--- config.mk ---
export PLATFORM = sky130hd
export DESIGN_NAME = ds3_nib_tx_if
export DESIGN_NICKNAME = d
export VERILOG_FILES = /design/src/rtl/ds3nib_pkg.sv /design/src/rtl/ds3nib_rst_sync.sv /design/src/rtl/ds3nib_timebase.sv /design/src/rtl/ds3nib_capture.sv /design/src/rtl/ds3_nib_tx_if.sv
export SDC_FILE = /design/constraint.sdc
export NUM_CORES = 1
export LEC_CHECK = 0
export BUFFER_PORTS_ARGS = -buffer_cell sky130_fd_sc_hd__buf_2
export CAP_MARGIN = 10
export CORE_MARGIN = 1.5
export CORE_UTILIZATION = 38
export DETAILED_ROUTE_END_ITERATION = 8
export PLACE_DENSITY = 0.53
export SYNTH_ARGS = -nofsm -noshare
export SYNTH_HDL_FRONTEND = slang
export SYNTH_SLANG_ARGS = --single-unit
--- constraint.sdc ---
create_clock -name clk -period 1.55 [get_ports clk]
set_input_delay 0.31 -clock clk [delete_from_list [all_inputs] [get_ports clk]]
set_output_delay 0.31 -clock clk [all_outputs]
set_load 0.02 [all_outputs]
--- src/rtl/ds3nib_pkg.sv ---
package ds3nib_pkg;

  parameter int unsigned DEF_SLOTS = 85;   // bit slots per block, slot 0 is overhead
  parameter int unsigned DEF_BLKS  = 56;   // blocks per frame
  parameter int unsigned DEF_NW    = 4;    // nibble width = line clocks per nibble

  typedef struct packed {
    logic nclk;
    logic fstart;
    logic capture;
    logic err;
  } tbase_o_t;

endpackage

--- src/rtl/ds3nib_rst_sync.sv ---
module ds3nib_rst_sync (
  input  logic clk,
  input  logic rst_n,
  output logic rst_sync_n
);
  logic s1_q, s2_q;

  always_ff @(posedge clk or negedge rst_n) begin
    if (!rst_n) begin
      s1_q <= 1'b0;
      s2_q <= 1'b0;
    end else begin
      s1_q <= 1'b1;
      s2_q <= s1_q;
    end
  end

  assign rst_sync_n = s2_q;
endmodule

--- src/rtl/ds3nib_timebase.sv ---
module ds3nib_timebase
  import ds3nib_pkg::*;
#(
  parameter int unsigned SLOTS = DEF_SLOTS,
  parameter int unsigned BLKS  = DEF_BLKS,
  parameter int unsigned NW    = DEF_NW
) (
  input  logic     clk,
  input  logic     rst_n,
  input  logic     mode_master,
  input  logic     frame_ref,
  output tbase_o_t tb_o
);
  localparam int unsigned POS_W  = $clog2(SLOTS);
  localparam int unsigned BLK_W  = $clog2(BLKS);
  localparam int unsigned PH_W   = $clog2(NW);
  localparam int unsigned HIGH_N = NW / 2;   // nibble clock high phases
  localparam int unsigned CAP_PH = 2;        // third line edge after rise

  logic [POS_W-1:0] pos_q, pos_n;
  logic [BLK_W-1:0] blk_q, blk_n;
  logic [PH_W-1:0]  ph_q,  ph_n;
  logic             run_q, run_n;
  logic             refd_q;
  logic             err_q, err_n;
  logic             ref_rise;
  logic             at_boundary;
  logic             last_slot;

  assign ref_rise    = !mode_master && frame_ref && !refd_q;
  assign at_boundary = (blk_q == '0) && (pos_q == POS_W'(1));
  assign last_slot   = (pos_q == POS_W'(SLOTS - 1));

  // next-state
  always_comb begin
    pos_n = pos_q;
    blk_n = blk_q;
    ph_n  = ph_q;
    run_n = run_q;
    err_n = ref_rise && run_q && !at_boundary;
    if (ref_rise) begin
      pos_n = POS_W'(2);
      blk_n = '0;
      ph_n  = PH_W'(1);
      run_n = 1'b1;
    end else begin
      if (last_slot) begin
        pos_n = '0;
        ph_n  = '0;
        blk_n = (blk_q == BLK_W'(BLKS - 1)) ? '0 : blk_q + 1'b1;
      end else begin
        pos_n = pos_q + 1'b1;
        if (pos_q == '0) begin
          ph_n = '0;
        end else begin
          ph_n = (ph_q == PH_W'(NW - 1)) ? '0 : ph_q + 1'b1;
        end
      end
      if (mode_master && (pos_n == POS_W'(1)) && (blk_n == '0)) begin
        run_n = 1'b1;
      end
    end
  end

  // registers
  always_ff @(posedge clk or negedge rst_n) begin
    if (!rst_n) begin
      pos_q  <= '0;
      blk_q  <= '0;
      ph_q   <= '0;
      run_q  <= 1'b0;
      refd_q <= 1'b0;
      err_q  <= 1'b0;
    end else begin
      pos_q  <= pos_n;
      blk_q  <= blk_n;
      ph_q   <= ph_n;
      run_q  <= run_n;
      refd_q <= frame_ref;
      err_q  <= err_n;
    end
  end

  // output decode
  always_comb begin
    tb_o.nclk    = run_q && (pos_q != '0) && (ph_q < PH_W'(HIGH_N));
    tb_o.capture = run_q && (pos_q != '0) && (ph_q == PH_W'(CAP_PH));
    tb_o.fstart  = run_q && (blk_q == '0) && (pos_q != '0) &&
                   (pos_q <= POS_W'(NW));
    tb_o.err     = err_q;
  end

  AST_POS_RANGE: assert property (@(posedge clk) disable iff (!rst_n)
    (pos_q < POS_W'(SLOTS)) && (blk_q < BLK_W'(BLKS)));

  AST_NCLK_TWO_HIGH: assert property (@(posedge clk) disable iff (!rst_n)
    (mode_master && $rose(tb_o.nclk)) |=> tb_o.nclk);

  AST_FS_HOLDS: assert property (@(posedge clk) disable iff (!rst_n)
    (mode_master && $rose(tb_o.fstart)) |=> tb_o.fstart);

  AST_ERR_PULSE: assert property (@(posedge clk) disable iff (!rst_n)
    tb_o.err |=> !tb_o.err);

  AST_MASTER_NO_ERR: assert property (@(posedge clk) disable iff (!rst_n)
    (mode_master && $past(mode_master)) |-> !tb_o.err);

endmodule

--- src/rtl/ds3nib_capture.sv ---
module ds3nib_capture #(
  parameter int unsigned NW = ds3nib_pkg::DEF_NW
) (
  input  logic          clk,
  input  logic          rst_n,
  input  logic          capture,
  input  logic [NW-1:0] nib_in,
  output logic [NW-1:0] nib_out,
  output logic          nib_valid
);
  logic [NW-1:0] dat_q, dat_n;
  logic          vld_q, vld_n;

  always_comb begin
    dat_n = capture ? nib_in : dat_q;
    vld_n = capture;
  end

  always_ff @(posedge clk or negedge rst_n) begin
    if (!rst_n) begin
      dat_q <= '0;
      vld_q <= 1'b0;
    end else begin
      dat_q <= dat_n;
      vld_q <= vld_n;
    end
  end

  assign nib_out   = dat_q;
  assign nib_valid = vld_q;

  AST_HOLD_IDLE: assert property (@(posedge clk) disable iff (!rst_n)
    !nib_valid |-> $stable(nib_out) || $past(!rst_n));

endmodule

--- src/rtl/ds3_nib_tx_if.sv ---
module ds3_nib_tx_if
  import ds3nib_pkg::*;
#(
  parameter int unsigned SLOTS = DEF_SLOTS,
  parameter int unsigned BLKS  = DEF_BLKS,
  parameter int unsigned NW    = DEF_NW
) (
  input  logic          clk,
  input  logic          rst_n,
  input  logic          mode_master,
  input  logic          frame_ref,
  input  logic [NW-1:0] nib_in,
  output logic          nib_clk,
  output logic          frame_start,
  output logic [NW-1:0] nib_out,
  output logic          nib_valid,
  output logic          align_err
);
  logic     rst_i_n;
  tbase_o_t tbo;

  ds3nib_rst_sync u_rst (
    .clk        (clk),
    .rst_n      (rst_n),
    .rst_sync_n (rst_i_n)
  );

  ds3nib_timebase #(.SLOTS(SLOTS), .BLKS(BLKS), .NW(NW)) u_tbase (
    .clk         (clk),
    .rst_n       (rst_i_n),
    .mode_master (mode_master),
    .frame_ref   (frame_ref),
    .tb_o        (tbo)
  );

  ds3nib_capture #(.NW(NW)) u_cap (
    .clk       (clk),
    .rst_n     (rst_i_n),
    .capture   (tbo.capture),
    .nib_in    (nib_in),
    .nib_out   (nib_out),
    .nib_valid (nib_valid)
  );

  assign nib_clk     = tbo.nclk;
  assign frame_start = tbo.fstart;
  assign align_err   = tbo.err;

  AST_VALID_AFTER_NCLK: assert property (@(posedge clk) disable iff (!rst_i_n)
    nib_valid |-> (!$past(nib_clk) && $past(nib_clk, 2)));

  AST_SLAVE_REALIGN: assert property (@(posedge clk) disable iff (!rst_i_n)
    (!mode_master && $past(!mode_master) && $past($rose(frame_ref))) |->
      frame_start);

endmodule

==> results.py <==
metrics = {
    "critical_path": {
        "critical_path.endpoint": "frame_start",
        "critical_path.endpoint_type": "output port",
        "crit_required_ns": 1.24,
        "crit-reg2reg-capture": "u_cap.nib_out[0]",
        "regToRegStartpoint": "u_tbase.pos_q[3]",
        "rrSetupSlack_ns": -0.16,
        "cp_class": "flop to output port",
        "timing.critical_path.fanout_max": 2,
        "critical_path.cell_chain": "nor4_2 -> buf_4 -> nand3_2 -> nor2_2 -> buf_6",
        "setup.worst_path.start": "u_tbase.blk_q[3]",
        "worst_setup_path_start_kind": "flop",
        "critPathArrivalTime_ns": 1.52,
        "worst_r2r_path_depth": 6,
        "slowest_delay_ns": 0.42,
        "slowest_stage": "sky130_fd_sc_hd__dfrtp_1",
    },
    "floorplan": {
        "placeableCoreArea_um2": 3100,
        "die-width_um": 60.7,
        "die_area_um2": 3690,
        "design.portCount": 16,
        "starting_density_pct": 40.8,
        "fp.dieH_um": 60.7,
        "placementRows": 20,
    },
    "routing": {
        "detail_route.wl_per_cell_um": 14.0,
        "drt_iter0_drc": 41,
        "dr_total_vias": 1077,
        "ant_nets": 0,
        "detailedRoute.firstPassIterationCount": 4,
        "drt-vias-per-instance": 4.94,
        "drt-total-wl_um": 3050,
        "drc_errors": 0,
    },
    "sta": {
        "unrepaired_setup_endpoints_after_global_routing": "yes",
        "skew_ns": 0.00211,
        "worst_slack_ns": -0.284,
        "hold-worst-slack_ns": 0.115,
        "slew_violations": 0,
        "setup_viol_count_final": 6,
        "timing.fmax_ghz": 0.545,
        "fin_crit_sh_pct": 118,
        "period_minus_slack_ns": 1.83,
        "hold_violation_total_from_the_final_report": 0,
        "setup_total_negative_slack_ns": -1.20,
    },
    "global_routing": {
        "grt_max_degree": 24,
        "grt_antenna_before_repair": 0,
        "global_route.overflow_total": 0,
        "global_route.usage.met1_pct": 24.6,
        "first_global_vias": 1028,
        "gr-usage-met3_pct": 4.48,
        "global_route.usage.met2_pct": 27.8,
        "grt_first_pass_wirelength_um": 4710,
        "grt_usage_pct": 17.4,
        "grt_busiest_layer": "met2",
    },
    "logic_synthesis": {
        "synth_top_flop_cell": "sky130_fd_sc_hd__dfrtp_1",
        "synth.distinct_cells": 35,
        "post-synth-top-area-fraction_pct": 49.4,
        "synth-edff-count": 0,
        "syn_area_um2": 1270,
        "syn-mean-instance-area_um2": 10.3,
        "portion_of_the_post_synthesis_area_used_by_sequential_elements_pct": 49.4,
        "synthDominantAreaCellType": "sky130_fd_sc_hd__dfrtp_1",
        "synth_area_leaders": "sky130_fd_sc_hd__dfrtp_1 (49%), sky130_fd_sc_hd__ha_1 (6.9%), sky130_fd_sc_hd__nand2_1 (4.4%)",
        "synth-seq-cells": 25,
        "synth-async-reset-ratio_pct": 100,
        "syn_nets": 138,
        "postSynthCellCount": 123,
        "yosysWarnings": 0,
    },
    "pwr": {
        "power_frac_seq_pct": 34.3,
        "power.share.switching_pct": 38.0,
        "power_per_cell_area_nw_per_um2": 1500,
        "net-switching-power_mw": 1.06,
        "power.static_leakage_nw": 0.892,
        "portion_of_total_power_attributed_to_the_clock_network_pct": 10.8,
        "pwr-share-comb_pct": 54.9,
        "internal-power_mw": 1.73,
        "irDropWorstVdd_mv": 1.09,
    },
    "layout": {
        "final_area_um2": 1850,
        "nNetsFinal": 190,
        "layout-area-overhead-vs-synth_pct": 46.2,
        "stdcell_count": 218,
        "post_route_cells_drive_above_1_share_pct": 48.9,
        "antenna_cells": 0,
    },
    "clock_network": {
        "cts_made_buffers": 3,
        "tritoncts": "built",
        "cts.sinks": 25,
        "clock_tree.buffer_depth": 2,
        "clk_transition_reported_paths_ns": 0.14,
        "cell_at_the_root_of_the_clock_tree": "sky130_fd_sc_hd__clkbuf_4",
        "cts-htree-levels": 1,
        "clock_insertion_delay_worst_skew_ns": 0.32,
    },
    "run_status": {
        "failed_checks": "negative setup slack",
        "status": "finished, violations left",
    },
    "hold_path": {
        "hold-path-cell-count": 1,
        "min-delay-start": "frame_ref",
        "worstHoldPathType": "input pin to flop",
    },
    "placed_design": {
        "placed_cell_count": 202,
        "postPlaceCellArea_um2": 1570,
        "dpl.hpwl_um": 1990,
        "routabilityCongestion": 0.807,
        "io_buffers": 15,
    },
    "job": {
        "drv.max_cap_violation_count": 0,
    },
}
[worst max-delay path: cells and delay by family, from the launching register on]
| kind | cells | cell delay [ns] |
|---|---|---|
| and+or+nand+nor | 3 | 0.49 |
| DFF | 1 | 0.42 |
| buffers and inverters | 2 | 0.29 |
[cell usage in the layout (no fill, tap or decap), types with 2 or more instances in the layout]
master,n
sky130_fd_sc_hd__nor2_2,2
sky130_fd_sc_hd__buf_4,29
sky130_fd_sc_hd__mux2_4,4
sky130_fd_sc_hd__mux2i_1,2
sky130_fd_sc_hd__xor2_1,3
sky130_fd_sc_hd__a21oi_1,3
sky130_fd_sc_hd__xnor2_1,2
sky130_fd_sc_hd__ha_1,4
sky130_fd_sc_hd__clkbuf_4,3
sky130_fd_sc_hd__buf_2,13
sky130_fd_sc_hd__buf_6,6
sky130_fd_sc_hd__nand3_2,3
sky130_fd_sc_hd__o21ai_2,2
sky130_fd_sc_hd__nand3_1,4
sky130_fd_sc_hd__nor3_1,2
sky130_fd_sc_hd__dfrtp_1,24
sky130_fd_sc_hd__inv_1,6
sky130_fd_sc_hd__inv_2,3
sky130_fd_sc_hd__nand2_1,13
sky130_fd_sc_hd__nand2_2,2
sky130_fd_sc_hd__nor2_1,12
sky130_fd_sc_hd__ha_4,3
[Yosys cell counts, types with 2 or more instances]
| cell | n |
|---|---|
| sky130_fd_sc_hd__nor3b_1 | 2 |
| sky130_fd_sc_hd__nand2_1 | 15 |
| sky130_fd_sc_hd__xnor2_1 | 3 |
| sky130_fd_sc_hd__nor4_1 | 2 |
| sky130_fd_sc_hd__dfrtp_1 | 25 |
| sky130_fd_sc_hd__o31ai_1 | 2 |
| sky130_fd_sc_hd__mux2i_1 | 2 |
| sky130_fd_sc_hd__or3_1 | 2 |
| sky130_fd_sc_hd__nand3_1 | 7 |
| sky130_fd_sc_hd__o21ai_0 | 2 |
| sky130_fd_sc_hd__ha_1 | 7 |
| sky130_fd_sc_hd__nor2_1 | 14 |
| sky130_fd_sc_hd__nor3_1 | 2 |
| sky130_fd_sc_hd__a21oi_1 | 4 |
| sky130_fd_sc_hd__xor2_1 | 3 |
| sky130_fd_sc_hd__inv_1 | 9 |
| sky130_fd_sc_hd__mux2_2 | 4 |
[routing by layer]
| metal | up-vias | wire length (um) |
|---|---|---|
| li1 | 528 | - |
| met1 | 523 | 1350 |
| met2 | 24 | 1550 |
| met3 | 2 | 136 |
| met4 | 0 | 10 |
| met5 | - | 0 |
[per-stage QoR]
stage,setup WS (ns),util (%),power [mW]
2_1_floorplan,0.00114,-,1.61
3_3_place_gp,-0.0212,50.4,1.98
3_5_place_dp,-0.0727,50.4,2.00
4_1_cts,-0.289,57.0,2.62
5_1_grt,-0.383,59.7,2.98
6_report,-0.284,59.7,2.78
[layout make-up]
class | instances | area (um2)
fillers | 275 | 1250
repair buffers | 49 | 360
multi-input cells | 87 | 749
inverters | 9 | 33.8
well taps | 44 | 55.1
flip-flops and latches | 25 | 627
clock buffers | 4 | 26.3
[power by group through the flow]
stage	Combinational, mW	Clock [mW]	Sequential, mW
2_1_floorplan	0.571	0	1.04
3_3_place_gp	1.04	0	0.935
3_5_place_dp	1.05	0	0.945
4_1_cts	1.37	0.306	0.940
5_1_grt	1.67	0.336	0.970
6_report	1.53	0.300	0.956
[registers in the layout (all words and copies together), names as in the netlist]
signal,cells
u_cap.nib_out,4
u_cap.nib_valid,1
u_rst.rst_sync_n,1
u_rst.s1_q,1
u_tbase.blk_q,6
u_tbase.err_q,1
u_tbase.ph_q,2
u_tbase.pos_q,7
u_tbase.refd_q,1
u_tbase.run_q,1
[what timing repair did]
| item | CTS | global route |
|---|---|---|
| endpoints found under the hold margin | 2 | 0 |
| setup endpoints to repair | 9 | 19 |
| resized for setup | 17 | 25 |
| hold buffers | 1 | 0 |
| pin swaps | 9 | 9 |
| setup buffers | 12 | 3 |
[worst min path at each step]
stage	end
6_report	u_tbase.refd_q
5_1_grt	u_tbase.refd_q
4_1_cts	u_tbase.refd_q
3_5_place_dp	u_rst.s1_q
3_3_place_gp	u_rst.rst_sync_n
2_1_floorplan	u_rst.rst_sync_n
[cell families (layout without fill, tap and decap cells)]
| family | count (synthesis) | in the layout | share of synthesized area (%) |
|---|---|---|---|
| and+or+nand+nor | 52 | 52 | 22.1 |
| AOI/OAI and AO/OA | 15 | 15 | 8.50 |
| xor gates and xnor gates | 6 | 6 | 4.15 |
| DFF | 25 | 25 | 49.4 |
| other | 1 | 1 | 0.296 |
| muxes | 6 | 6 | 5.14 |
| adders and majority gates | 7 | 7 | 6.92 |
| buffers and inverters | 11 | 62 | 3.46 |
Power figures use the tool's default switching activity.
